[src/rtl/wave_timer_chan.sv]
module wave_timer_chan #(
  parameter int CNT_W = 16,
  localparam int DW = (CNT_W > 16) ? CNT_W : 16
) (
  input  logic          clk,
  input  logic          rst_n,
  input  logic          slow_tick,
  input  logic          wr_en,
  input  logic [2:0]    wr_addr,
  input  logic [DW-1:0] wr_data,
  output logic          out_a,
  output logic          out_b
);
  localparam int PRE_W = 7;
  localparam logic [2:0] A_MODE = 3'd0, A_CMPA = 3'd1, A_CMPB = 3'd2, A_PER = 3'd3, A_CMD = 3'd4;

  logic [14:0]      mode_q;
  logic [CNT_W-1:0] ra_q, rb_q, rc_q, cnt_q, cnt_nx;
  logic [PRE_W-1:0] pre_q, pre_lim;
  logic             run_q, cmd, sw, tick, wrap, evt_a, evt_b, pre_mode;
  logic [2:0]       sel;

  function automatic logic act(input logic cur, input logic [1:0] code);
    case (code)
      2'b01:   return 1'b1;
      2'b10:   return 1'b0;
      2'b11:   return ~cur;
      default: return cur;
    endcase
  endfunction

  assign sel = mode_q[2:0];
  assign pre_mode = (sel < 3'd4);

  always_comb begin
    case (sel)
      3'd0:    pre_lim = PRE_W'(1);
      3'd1:    pre_lim = PRE_W'(7);
      3'd2:    pre_lim = PRE_W'(31);
      3'd3:    pre_lim = PRE_W'(127);
      default: pre_lim = '0;
    endcase
  end

  assign cmd    = wr_en && (wr_addr == A_CMD);
  assign sw     = cmd && wr_data[2];
  assign tick   = run_q && ((pre_mode && pre_q == pre_lim) || (sel == 3'd4 && slow_tick));
  assign wrap   = tick && (cnt_q == rc_q);
  assign cnt_nx = wrap ? '0 : cnt_q + 1'b1;
  assign evt_a  = tick && (cnt_nx == ra_q);
  assign evt_b  = tick && (cnt_nx == rb_q);

  always_ff @(posedge clk or negedge rst_n) begin
    if (!rst_n) begin
      mode_q <= '0;
      ra_q   <= '0;
      rb_q   <= '0;
      rc_q   <= '0;
    end else if (wr_en) begin
      case (wr_addr)
        A_MODE:  mode_q <= wr_data[14:0];
        A_CMPA:  ra_q   <= wr_data[CNT_W-1:0];
        A_CMPB:  rb_q   <= wr_data[CNT_W-1:0];
        A_PER:   rc_q   <= wr_data[CNT_W-1:0];
        default: ;
      endcase
    end
  end

  always_ff @(posedge clk or negedge rst_n) begin
    if (!rst_n)
      run_q <= 1'b0;
    else if (cmd && wr_data[1])
      run_q <= 1'b0;
    else if (cmd && wr_data[0])
      run_q <= 1'b1;
  end

  always_ff @(posedge clk or negedge rst_n) begin
    if (!rst_n)
      pre_q <= '0;
    else if (sw)
      pre_q <= '0;
    else if (run_q && pre_mode)
      pre_q <= (pre_q == pre_lim) ? '0 : pre_q + 1'b1;
  end

  always_ff @(posedge clk or negedge rst_n) begin
    if (!rst_n)
      cnt_q <= '0;
    else if (sw)
      cnt_q <= '0;
    else if (tick)
      cnt_q <= cnt_nx;
  end

  always_ff @(posedge clk or negedge rst_n) begin
    if (!rst_n) begin
      out_a <= 1'b0;
      out_b <= 1'b0;
    end else if (sw) begin
      out_a <= act(out_a, mode_q[8:7]);
      out_b <= act(out_b, mode_q[14:13]);
    end else begin
      if (wrap)       out_a <= act(out_a, mode_q[6:5]);
      else if (evt_a) out_a <= act(out_a, mode_q[4:3]);
      if (wrap)       out_b <= act(out_b, mode_q[12:11]);
      else if (evt_b) out_b <= act(out_b, mode_q[10:9]);
    end
  end

  AST_SW_RESTART: assert property (@(posedge clk) disable iff (!rst_n) sw |=> (cnt_q == '0));
  AST_SW_FORCE_SET_A: assert property (@(posedge clk) disable iff (!rst_n) (sw && mode_q[8:7] == 2'b01) |=> out_a);
  AST_SW_FORCE_CLR_B: assert property (@(posedge clk) disable iff (!rst_n) (sw && mode_q[14:13] == 2'b10) |=> !out_b);
  AST_STOPPED_HOLD: assert property (@(posedge clk) disable iff (!rst_n) (!run_q && !sw) |=> ($stable(cnt_q) && $stable(out_a) && $stable(out_b)));
  AST_WRAP_ZERO: assert property (@(posedge clk) disable iff (!rst_n) (wrap && !sw) |=> (cnt_q == '0));
  AST_CNT_STEP: assert property (@(posedge clk) disable iff (!rst_n) !sw |=> (cnt_q == $past(cnt_q) || cnt_q == CNT_W'($past(cnt_q) + 1'b1) || cnt_q == '0));
  AST_IDLE_SEL: assert property (@(posedge clk) disable iff (!rst_n) (sel > 3'd4 && !sw) |=> $stable(cnt_q));
endmodule

[config.mk]
export PLATFORM = sky130hd
export DESIGN_NAME = wave_timer_chan
export DESIGN_NICKNAME = d
export VERILOG_FILES = /design/src/rtl/wave_timer_chan.sv
export SDC_FILE = /design/constraint.sdc
export NUM_CORES = 1
export LEC_CHECK = 0
export ABC_AREA = 1
export BUFFER_PORTS_ARGS = -buffer_cell sky130_fd_sc_hd__buf_4
export CAP_MARGIN = 15
export CORE_MARGIN = 8
export CORE_UTILIZATION = 54
export CTS_CLUSTER_SIZE = 16
export DETAILED_ROUTE_END_ITERATION = 16
export HOLD_SLACK_MARGIN = 0.1
export PLACE_DENSITY = 0.81
export SYNTH_ARGS = -nofsm -noshare
export SYNTH_HDL_FRONTEND = slang
export SYNTH_SLANG_ARGS = --single-unit
[constraint.sdc]
create_clock -name clk -period 2.9 [get_ports clk]
set_input_delay 0.29 -clock clk [delete_from_list [all_inputs] [get_ports clk]]
set_output_delay 0.29 -clock clk [all_outputs]
set_load 0.02 [all_outputs]
; ---- After elaboration in Yosys (flattened, before gate mapping)
; Index checks and enable logic that the tools add are counted.
[word_totals]
register_bits = 89
latch_bits = 0
mem_bits_rw = 0
romBits = 0
input_bits = 23
out_inout_bits = 2
wordCells = 96
n_memories = 0
[op_classes]
n_addsub = 2
multipliers = 0
n_div = 0
order_cmp = 1
n_eq_ne = 34
shifts = 0
muxes = 21
bitwise = 2
reduce_logical = 27
[op_table]
columns = op, count
row1 = $eq 16x16->1, 3
row2 = $mux 16, 3
row3 = $pmux 7 s4, 1
row4 = $eq 2x2->1 const B, 12
row5 = $mux 7, 3
row6 = $pmux 1 s3, 6
row7 = $add 16x1->16 const B, 1
row8 = $eq 2x1->1 const B, 6
row9 = $eq 3x2->1 const B, 4
row10 = $logic_and 1x1->1, 11
row11 = $ne 5x2->1 const B, 2
row12 = $reduce_bool 5->1, 2
row13 = $mux 1, 8
row14 = $ne 4x1->1 const B, 2
row15 = $reduce_and 2->1, 4
row16 = $reduce_and 4->1, 2
row17 = $add 7x1->7 const B, 1
row18 = $eq 7x7->1, 1
row19 = $eq 3x1->1 const B, 2
row20 = $eq 3x3->1 const B, 2
row21 = $logic_not 3->1, 2
row22 = $reduce_bool 2->1, 3
row23 = $reduce_bool 3->1, 2
row24 = $lt 3x3->1 const B, 1
row25 = other kinds (2), 3

; ---- Logic depth before layout (Yosys ltp)
; Gate-level depths: netlist of the first run.
[logic_depth]
word_depth = 13
mapped_depth = 22

; ---- Least setup slack after synthesis of the first run
; Ideal clock, no wire load.
[synth_path]
path_type = register -> register
start = register cnt_q[5]
end = register out_a
setup_time_ps = 117
t_arrival_ps = 1917
t_required_ps = 2783
slack_ps = 866
stages_incl_launch_ff = 16
n_path_buf = 1
cell_sequence = dfrtp_1 or2_1 a21oi_2 nand3_2 nor2_4 nand2_4 buf_6 nand2_2 xor2_1 nand3_1 nor2_1 nand3_1 nand2_1 nand2_1 nand2_1 nand2_1
[synth_via]
elab_chain_len = 7
word_cells_on_any_way = 12
[synth_lines]
columns = element, line
row1 = "start, declared", 18  ; logic [CNT_W-1:0] ra_q, rb_q, rc_q, cnt_q, cnt_nx;
row2 = "start signal, assigned", 94  ; cnt_q <= cnt_nx;
row3 = branches (longest 7 deep; another with $add 16x1->16), n/a
row4 = "end signal, assigned", 102  ; out_a <= act(out_a, mode_q[8:7]);
row5 = "end signal, assigned", 105  ; if (wrap) out_a <= act(out_a, mode_q[6:5]);
row6 = "end signal, assigned", 106  ; else if (evt_a) out_a <= act(out_a, mode_q[4:3]);
row7 = "end, declared", 11  ; output logic out_a,
; Parallel ways; which one is timed is not known.
; A chain may end at the register's enable or synchronous reset.

; ---- Worst setup path in the final report of the first run
[layout_path]
start = register cnt_q[9]
end = register out_b
[layout_via]
elab_chain_len = 7
word_cells_on_any_way = 12
[layout_lines]
columns = element, line
row1 = branches (longest 7 deep; another with $add 16x1->16), n/a
row2 = "end signal, assigned", 103  ; out_b <= act(out_b, mode_q[14:13]);
row3 = "end signal, assigned", 107  ; if (wrap) out_b <= act(out_b, mode_q[12:11]);
row4 = "end signal, assigned", 108  ; else if (evt_b) out_b <= act(out_b, mode_q[10:9]);
row5 = "end, declared", 12  ; output logic out_b
; Parallel ways; which one is timed is not known.

==> reports/qor.csv, run 1 <==
metric,value,unit
drive_gt1_share,10.4,%
core,8720,um^2
hold_viol_final,0,
area_growth,9.90,%
cts_made_buffers,9,
synth_seq_cells,89,
overflow,0,
rsz0062_at_grt,no,
synth-compound-area-share,12.2,%
synth_edf_count,0,
clk_pin_slew,0.09,ns
fin_tns_setup,0,ns
seq_area_frac_synth,45.8,%
worstMarginPinSlew,1.05,ns
clockRootBuffer,clkbuf_8,
grt_pass1_wl,21000,um
fp.dieArea,12300,um^2
max_freq,403,MHz
fill_cells,755,
start_kind,register,
crit_type,register to register,
synth-main-ff-cell,dfrtp_1,
mostFrequentLayoutCells,"nand2_1, dfrtp_1, o21ai_0",
path_max_fanout,34,
synth_warnings,0,
skew,0.00988,ns
multi_input_area,2290,um^2
wire_per_inst,16.1,um
drt_iter0_markers,301,
critPathSlowestCell,dfrtp_1,
wirelength,12400,um
leakagePower,2.64,nW
async_reset_ff_share,100,%
syn-instance-count,638,
grtUsageTotal,20.8,%
post_cts_buffers,0,
num_rows,34,
regArea,2230,um^2
dr.pass1.iters,5,
synth-adder-area-share,1.03,%
post-dp-hpwl,9110,um
syn_area_per_cell,7.62,um^2
fin_crit_sh,85.5,%
cts_tree,done,
mostFrequentLayoutCell,nand2_1,
synth_top_family_by_area,simple AND/OR/NAND/NOR gates,
die_h,111,um
crit_path_cell_trace,xnor2_1 > nand2_1 > nor2_1 > nand2_1 > nor2_4 > nand2_8 > nand3_1 > nor2_1 > nor2_1 > nand2_1 > nor2_1 > nand4_1 > nand2_1 > nand2_1 > nand2_1 > nand2_1,
synthXorXnorAreaFrac,5.38,%
setup_viol,0,
h-tree-depth,3,
crit_path_frequent_cell,nand2_1,
clk_latency,0.37,ns
synthSimpleGateAreaFrac,28.2,%
cts_max_path_buffers,2,
min_path_type,primary input to register,
crit_path_end_kind,register,
start_util,55.8,%
status,"complete, no violations",
cts_sinks,89,
antenna_found_initial,0,
critPathMaxStageDelay,0.48,ns
ioPinCount,25,
finalCriticalPeriod,2.48,ns
place_congestion,0.931,
port_buffers,24,
hold_ws,0.221,ns
slew-limit-headroom,29.7,%
syn_nets,665,
grt_max_degree,49,
slew_viol_final,0,
fin_nets,686,
drc,0,
netlist-cell-type-count,36,
syn_area,4860,um^2
powerDensity,649,nW/um^2
maxCapViolations,0,
ant_nets,0,
vias,4294,
grt_pass1_vias,4261,
worst_ep_arrival_time,2.76,ns
diodes,0,
cp.required,3.18,ns
post_drt_via_cell_ratio,5.57,
muxShareOfSynthArea,0,%
ir_worst_vdd,401,uV
p_total,0.00347,W
die_x,111,um
-- timing repair --
action / in CTS / in global routing
hold endpoints to repair: 41 / 0
endpoints found under the setup margin: 0 / 1
gates resized for setup: 0 / 1
hold buffers: 1 / 0
-- area by class of cell --
class,instances,share of cell area (%)
multi-input combinational,458,42.8
inverter,71,4.98
sequential,89,41.7
clock inverter,6,1.26
clock buffer,9,2.32
timing repair buffer,30,4.49
tap,108,2.53
-- metrics by stage --
step | instance area, um^2 | worst slack (ns) | instances | utilization, %
global route | 5350 | 0.0879 | 771 | 61.3
floorplan | 4860 | 0.866 | 638 | -
detailed placement | 5140 | 0.379 | 755 | 58.9
finish | 5350 | 0.421 | 771 | 61.3
CTS | 5340 | 0.373 | 771 | 61.2
global placement | 5140 | 0.470 | 755 | 58.9
-- synthesized netlist by cell type, types with 2 or more instances --
| library cell | count | share of area, % |
|---|---|---|
| a21boi_0 | 2 | 0.31 |
| a21oi_1 | 8 | 0.82 |
| buf_2 | 3 | 0.31 |
| buf_6 | 2 | 0.46 |
| clkbuf_1 | 14 | 1.1 |
| dfrtp_1 | 89 | 46 |
| ha_1 | 4 | 1.0 |
| inv_1 | 62 | 4.8 |
| inv_2 | 8 | 0.62 |
| nand2_1 | 189 | 15 |
| nand2_2 | 7 | 0.90 |
| nand2_4 | 2 | 0.46 |
| nand3_1 | 39 | 4.0 |
| nand3_2 | 2 | 0.41 |
| nand3b_1 | 11 | 1.7 |
| nand4_1 | 6 | 0.77 |
| nor2_1 | 46 | 3.5 |
| nor2_4 | 2 | 0.46 |
| nor3_1 | 4 | 0.41 |
| o21ai_0 | 78 | 8.0 |
| o22ai_1 | 16 | 2.1 |
| o31ai_1 | 2 | 0.31 |
| or2_1 | 3 | 0.39 |
| xnor2_1 | 11 | 2.0 |
| xor2_1 | 17 | 3.1 |
-- critical path: cells and delay by family, from the launching register on --
family           cells  cell delay [ns]
AND/OR/NAND/NOR     15             1.69
flip-flops           1             0.48
XOR/XNOR             1             0.20
-- report_power, final --
part	leakage, nW	switching (W)	internal, W	total, W
Sequential	1.14	0.000246	0.00148	0.00172
Clock	0.0921	0.000462	0.000398	0.000860
Combinational	1.41	0.000526	0.000363	0.000889
Total	2.64	0.00124	0.00224	0.00347
-- sequential cells by signal, summed over array words and instances (netlist names) --
signal and count:
cnt_q 16, mode_q 15, out_a 1, out_b 1
pre_q 7, ra_q 16, rb_q 16, rc_q 16
run_q 1
-- cells by family after synthesis --
group	after synthesis
buffers and inverters	91
AND/OR/NAND/NOR	315
XOR/XNOR	29
AO/OA/AOI/OAI	110
flip-flops	89
adder cells (fa/ha/maj)	4
-- worst paths after layout --
check / start / slack (ns) / cells past startpoint / end
min in group asynchronous: rst_n / 0.45 / 2 / rb_q[2]$_DFFE_PN0P_
worst min-delay path: wr_data[15] / 0.22 / 3 / ra_q[15]$_DFFE_PN0P_
worst min register to register: rb_q[10]$_DFFE_PN0P_ / 0.50 / 2 / rb_q[10]$_DFFE_PN0P_
worst max register to register: cnt_q[9]$_DFFE_PN0P_ / 0.42 / 16 / out_b$_DFFE_PN0P_
max in group asynchronous: rst_n / 1.81 / 3 / cnt_q[14]$_DFFE_PN0P_
worst max-delay path: cnt_q[9]$_DFFE_PN0P_ / 0.42 / 16 / out_b$_DFFE_PN0P_
-- per-layer routing --
layer	vias up	routed length, um	global-route usage (%)
met5	-	0	0
met4	0	423	10.9
met3	28	470	2.87
met2	115	6030	34.7
met1	2061	5520	25.5
li1	2090	-	-
No activity file was read; power rests on OpenSTA's default activity.
==> run 2: changes to the inputs <==
--- a/config.mk
+++ b/config.mk
@@ -9,11 +9,11 @@
 export BUFFER_PORTS_ARGS = -buffer_cell sky130_fd_sc_hd__buf_4
 export CAP_MARGIN = 15
 export CORE_MARGIN = 8
-export CORE_UTILIZATION = 54
+export CORE_UTILIZATION = 40
 export CTS_CLUSTER_SIZE = 16
 export DETAILED_ROUTE_END_ITERATION = 16
 export HOLD_SLACK_MARGIN = 0.1
-export PLACE_DENSITY = 0.81
+export PLACE_DENSITY = 0.65
 export SYNTH_ARGS = -nofsm -noshare
 export SYNTH_HDL_FRONTEND = slang
 export SYNTH_SLANG_ARGS = --single-unit
==> run 2 against run 1 <==
Combinational power fell by 1%. Largest power group unchanged. Count of clock-buffer cells in the layout rose by 1. Register-to-register slack got worse by 0.17 ns. Setup slack got worse by 0.17 ns.
==> reports/qor.csv, run 2 (synthesized netlist as in run 1, its figures left out) <==
metric,value,unit,change
cp.required,3.13,ns,-0.05 ns
clk_pin_slew,0.06,ns,-0.03 ns
antenna_found_initial,0,,unchanged
maxCapViolations,0,,unchanged
cts_made_buffers,9,,unchanged
drc,0,,unchanged
clk_latency,0.34,ns,-0.03 ns
mostFrequentLayoutCells,"nand2_1, dfrtp_1, o21ai_0",,
die_h,126,um,+14%
status,"complete, no violations",,
wire_per_inst,15.8,um,-2.1%
dr.pass1.iters,6,,+1
critPathMaxStageDelay,0.49,ns,about the same
ant_nets,0,,unchanged
ioPinCount,25,,unchanged
clockRootBuffer,clkbuf_16,,
drive_gt1_share,10.4,%,unchanged
min_path_type,primary input to register,,
skew,0.00619,ns,-0.00369 ns
crit_type,register to register,,
postCtsResizedCells,0,,unchanged
leakagePower,2.71,nW,+2.6%
crit_path_end_kind,register,,
rsz0062_at_grt,no,,
worstMarginPinSlew,1.03,ns,-0.0245 ns
overflow,0,,unchanged
h-tree-depth,3,,unchanged
wl_met3,591,um,+26%
cts_max_path_buffers,2,,unchanged
max_freq,377,MHz,-6.5%
crit_path_frequent_cell,nand2_1,,
grtUsageTotal,16.3,%,-4.5 points
placed_area,5180,um^2,+0.80%
wl_met2,6200,um,+3.0%
area_growth,12.7,%,
hold_viol_final,0,,unchanged
mostFrequentLayoutCell,nand2_1,,
path_buf_inv,0,,unchanged
place_congestion,0.897,,-3.7%
finalCriticalPeriod,2.65,ns,+0.171 ns
fin_tns_setup,0,ns,unchanged
port_buffers,24,,unchanged
grt_pass1_wl,20900,um,-0.20%
post_cts_buffers,0,,unchanged
cts_tree,done,,
grt_pass1_vias,4306,,+1.1%
core,12000,um^2,+37%
p_total,0.00377,W,+8.5%
fill_cells,1190,,+58%
wirelength,12800,um,+2.8%
fp.dieArea,15900,um^2,+30%
cts_sinks,89,,unchanged
worst_ep_arrival_time,2.89,ns,+0.13 ns
num_rows,40,,+18%
fin_crit_sh,91.4,%,+5.9 points
crit_path_cell_trace,xnor2_1 > nand2_1 > nor2_1 > nand2_1 > nor2_4 > nand2_4 > nand3_1 > nor2_1 > nor2_1 > nand2_1 > nor2_1 > nand4_1 > nand2_1 > nand2_1 > nand2_1 > nand2_1,,
slew-limit-headroom,31.4,%,+1.6 points
start_util,40.7,%,-15 points
path_max_fanout,34,,unchanged
met1_length,5770,um,+4.7%
ir_worst_vdd,426,uV,+6.2%
die_x,126,um,+14%
post-dp-hpwl,9290,um,+1.9%
fin_nets,685,,-0.15%
slew_viol_final,0,,unchanged
highest_layer,met4,,
start_kind,register,,
powerDensity,687,nW/um^2,+5.8%
design_area,5480,um^2,+2.6%
grt_max_degree,47,,-4.1%
vias,4294,,unchanged
cts_hold_buf,1,,unchanged
cp_top_family,simple AND/OR/NAND/NOR gates,,
diodes,0,,unchanged
critPathSlowestCell,dfrtp_1,,
drt_iter0_markers,260,,-14%
post_drt_via_cell_ratio,5.30,,-4.8%
setup_viol,0,,unchanged
## run 2: cell count changes in the layout (fill, tap and decap cells not counted)
| cell | delta |
|---|---|
| buf_4 | -1 |
| nand2_8 | -1 |
| clkinv_2 | +3 |
| inv_6 | -2 |
| clkinvlp_4 | -1 |
| nand2_4 | +1 |
| clkbuf_16 | +9 |
| clkbuf_8 | -8 |
## run 2: worst reg2reg max path: stages, from the launching register on
cell and delay (ns):
dfrtp_1 0.49, xnor2_1 0.22, nand2_1 0.08, nor2_1 0.12, nand2_1 0.10, nor2_4 0.21, nand2_4 0.29, nand3_1 0.30
nor2_1 0.06, nor2_1 0.10, nand2_1 0.06, nor2_1 0.16, nand4_1 0.10, nand2_1 0.09, nand2_1 0.06, nand2_1 0.06
nand2_1 0.05
## run 2: through the flow
| stage | hold slack (ns) | util [%] | std cells | setup WS (ns) |
|---|---|---|---|---|
| 5_1_grt | 0.266 | 45.8 | 810 | 0.00662 |
| 2_1_floorplan | -0.00559 | - | 638 | 0.866 |
| 3_3_place_gp | 0.326 | 43.3 | 793 | 0.358 |
| 4_1_cts | 0.256 | 45.8 | 810 | 0.286 |
| 3_5_place_dp | 0.331 | 43.3 | 793 | 0.305 |
| 6_report | 0.255 | 45.8 | 810 | 0.249 |
## run 2: metal layers
| layer | vias to the layer above | track usage [%] |
|---|---|---|
| met1 | 2071 | 20.9 |
| met2 | 115 | 26.8 |
| met3 | 17 | 3.54 |
| met5 | - | 0 |
| met4 | 0 | 5.52 |
| li1 | 2091 | - |
## run 2: path summary, 6_finish.rpt
kind                                    endpoint  slack (ns)  depth (start not counted)            startpoint
max                            out_b$_DFFE_PN0P_        0.25                         16  cnt_q[9]$_DFFE_PN0P_
min                         rb_q[13]$_DFFE_PN0P_        0.26                          3           wr_data[13]
max reg2reg                    out_b$_DFFE_PN0P_        0.25                         16  cnt_q[9]$_DFFE_PN0P_
min reg2reg                 rc_q[12]$_DFFE_PN0P_        0.51                          2  rc_q[12]$_DFFE_PN0P_
max in group asynchronous  mode_q[2]$_DFFE_PN0P_        1.74                          3                 rst_n
min in group asynchronous   rb_q[10]$_DFFE_PN0P_        0.51                          2                 rst_n
## run 2: cell type report
| cell class | instances | area [um^2] | area share, % |
|---|---|---|---|
| multi-input combinational | 458 | 2280 | 41.5 |
| timing repair buffer | 29 | 233 | 4.24 |
| inverter | 71 | 267 | 4.86 |
| sequential | 89 | 2230 | 40.6 |
| tap | 147 | 184 | 3.35 |
| clock buffer | 10 | 239 | 4.36 |
| clock inverter | 6 | 57.6 | 1.05 |
## run 2: report_power, final
part           internal, W  switching [W]
Combinational     0.000360       0.000520
Sequential         0.00148       0.000243
Clock             0.000685       0.000481
Total              0.00252        0.00124
==> run 3: changes to the inputs <==
--- a/config.mk
+++ b/config.mk
@@ -5,15 +5,16 @@
 export SDC_FILE = /design/constraint.sdc
 export NUM_CORES = 1
 export LEC_CHECK = 0
-export ABC_AREA = 1
 export BUFFER_PORTS_ARGS = -buffer_cell sky130_fd_sc_hd__buf_4
 export CAP_MARGIN = 15
+export CELL_PAD_IN_SITES_DETAIL_PLACEMENT = 0
+export CELL_PAD_IN_SITES_GLOBAL_PLACEMENT = 1
 export CORE_MARGIN = 8
 export CORE_UTILIZATION = 40
 export CTS_CLUSTER_SIZE = 16
 export DETAILED_ROUTE_END_ITERATION = 16
 export HOLD_SLACK_MARGIN = 0.1
-export PLACE_DENSITY = 0.65
+export PLACE_DENSITY = 0.76
 export SYNTH_ARGS = -nofsm -noshare
 export SYNTH_HDL_FRONTEND = slang
 export SYNTH_SLANG_ARGS = --single-unit
==> run 3 against run 2 <==
Final area rose by 9.4%. Cell count fell by 12%. Global-route usage increased by 1.1 points. Highest routed layer unchanged.
==> reports/qor.csv, run 3 <==
metric,value,unit,change
grtUsageTotal,17.4,%,+1.1 points
slew-limit-headroom,45.6,%,+14 points
synth-main-ff-cell,dfrtp_1,,
wire_per_inst,19.0,um,+20%
cp-endpoint,out_b$_DFFE_PN0P_,,
start_kind,register,,
diodes,0,,unchanged
place_ws,0.0291,ns,-0.276 ns
crit_path_end_kind,register,,
netlist-cell-type-count,67,,+86%
antenna_found_initial,0,,unchanged
fin_crit_sh,94.2,%,+2.8 points
design_area,6000,um^2,+9.4%
port_buffers,24,,unchanged
grt_max_degree,90,,+91%
synth_largest_area_cell,dfrtp_1,,
synthTopCellsByArea,"dfrtp_1, mux2_2, xnor2_1, o21ai_0, nand2_1",,
fp.dieArea,16600,um^2,+4.0%
cts_sinks,89,,unchanged
worst-r2r-setup-slack,0.17,ns,-0.08 ns
crit_path_frequent_cell,a211oi_1,,
post-dp-hpwl,10100,um,+8.7%
drive_gt1_share,30.3,%,+20 points
grt_pass1_vias,4002,,-7.1%
die_x,129,um,+2.0%
drc,0,,unchanged
start_util,40.7,%,about the same
mostFrequentLayoutCells,"dfrtp_1, mux2_2, buf_4",,
cts_tree,done,,
min_path_type,primary input to register,,
path_max_fanout,6,,-82%
wirelength,13600,um,+6.4%
num_rows,41,,+2.5%
r2r_cells,9,,-7
synth_edf_count,0,,unchanged
crit-reg2reg-capture,out_b$_DFFE_PN0P_,,
skew,0.0103,ns,+0.00411 ns
hold_ws,0.170,ns,-0.0855 ns
startpoint,cnt_q[2]$_DFFE_PN0P_,,
rsz0062_at_grt,yes,,
status,"complete, no violations",,
clk_pin_slew,0.07,ns,about the same
synth.top_cells.by_count,"dfrtp_1, mux2_2, nand2_1",,
max_freq,366,MHz,-3.0%
vias,4019,,-6.4%
slew_viol_final,0,,unchanged
clk_latency,0.35,ns,about the same
cp.required,3.16,ns,+0.03 ns
worst_ep_arrival_time,2.99,ns,+0.10 ns
synth.most_common_cell,dfrtp_1,,
synth_seq_cells,89,,unchanged
syn_nets,518,,-22%
fin_ws,0.168,ns,-0.0809 ns
synth_warnings,0,,unchanged
area_growth,17.9,%,
yosysTopAreaCellShare,43.8,%,-2.0 points
die_h,129,um,+2.0%
h-tree-depth,3,,unchanged
ioPinCount,25,,unchanged
fill_cells,1201,,+0.92%
powerDensity,638,nW/um^2,-7.2%
overflow,0,,unchanged
finalCriticalPeriod,2.73,ns,+0.0809 ns
syn_area_per_cell,10.4,um^2,+36%
dr.pass1.iters,5,,-1
syn_area,5090,um^2,+4.6%
syn-instance-count,491,,-23%
async_reset_ff_share,100,%,unchanged
cts_max_path_buffers,2,,unchanged
mostFrequentLayoutCell,dfrtp_1,,
leakagePower,2.42,nW,-11%
cts_made_buffers,9,,unchanged
maxCapViolations,0,,unchanged
critPathSlowestCell,dfrtp_1,,
core,12500,um^2,+4.6%
place_congestion,0.899,,+0.13%
ir_worst_vdd,341,uV,-20%
post_cts_buffers,0,,unchanged
drt_iter0_markers,287,,+10%
worstMarginPinSlew,0.805,ns,-0.222 ns
crit_path_cell_trace,nand4_4 > buf_4 > nor4_2 > xnor2_2 > a222oi_1 > nand3_2 > a2111oi_4 > a211oi_1 > a211oi_1,,
crit_type,register to register,,
seq_area_frac_synth,43.8,%,-2.0 points
post_drt_via_cell_ratio,5.61,,+5.9%
setup_viol,0,,unchanged
placed_area,5650,um^2,+9.1%
grt_pass1_wl,22100,um,+5.4%
placedCellCount,699,,-12%
timing.rr.start,cnt_q[2]$_DFFE_PN0P_,,
fin_cells,716,,-12%
fin_nets,566,,-17%
hold_viol_final,0,,unchanged
ant_nets,0,,unchanged
clockRootBuffer,clkbuf_16,,
critPathMaxStageDelay,0.50,ns,about the same
finish.utilization,47.9,%,+2.1 points
[run 3: cell type report]
class                   count  area (um^2)  share of cell area, %
flip-flops and latches     89         2230                   37.2
clock buffers              10          229                   3.82
inverters                   9         33.8                  0.563
repair buffers             58          450                   7.51
clock inverters             6         43.8                  0.730
multi-input cells         372         2790                   46.5
well taps                 172          215                   3.59
[run 3: what timing repair did]
| action | 4_1_cts | 5_1_grt |
|---|---|---|
| hold endpoints to repair | 89 | 0 |
| hold buffers | 1 | 0 |
| resized for setup | 0 | 16 |
| setup endpoints to repair | 0 | 7 |
[run 3: logic make-up (layout without fill, tap and decap cells)]
group	count (synthesis)	after routing	share of synthesized area, %
AND/OR/NAND/NOR	155	155	17.6
AO/OA/AOI/OAI	106	106	13.5
flip-flops	89	89	43.8
multiplexers	64	64	14.1
XOR/XNOR	43	43	7.40
buffers and inverters	30	83	2.66
adder cells (fa/ha/maj)	4	4	0.984
[run 3: where the power goes]
group	internal [W]	switching, W
combinational	0.000481	0.000467
clock	0.000585	0.000506
sequential	0.00149	0.000299
[run 3: per-layer routing]
layer  vias to the layer above  part of all wire, %  global-route usage (%)
met1                      2024                   47                    23.0
met4                         0                  1.9                    7.26
met3                        16                  4.2                    3.06
met5                         -                    0                       0
met2                        78                   47                    27.7
li1                       1901                    -                       -
[run 3: how the worst min path moves through the flow]
stage                            endpoint  cells after the start  slack [ns]        from
floorplan            cnt_q[0]$_DFFE_PN0P_                      0      -0.006       rst_n
global placement    cnt_q[14]$_DFFE_PN0P_                      2        0.38       rst_n
detailed placement  cnt_q[14]$_DFFE_PN0P_                      2        0.37       rst_n
CTS                     run_q$_DFFE_PN0P_                      2        0.16  wr_data[1]
global route            run_q$_DFFE_PN0P_                      2        0.18  wr_data[1]
finish                  run_q$_DFFE_PN0P_                      2        0.17  wr_data[1]
[run 3: metrics by stage]
step / setup TNS, ns / total power (W)
final: 0 / 0.00383
after global routing: -0.0151 / 0.00404
after CTS: 0 / 0.00385
after detailed placement: 0 / 0.00274
after global placement: 0 / 0.00272
after floorplan: 0 / 0.00237
[run 3: critical path, delay by kind of cell, from the launching register on]
family                    cells  cell delay (ns)
AOI/OAI and AO/OA             4             0.99
and+or+nand+nor               3             0.75
DFF                           1             0.50
xor gates and xnor gates      1             0.21
buffers and inverters         1             0.19
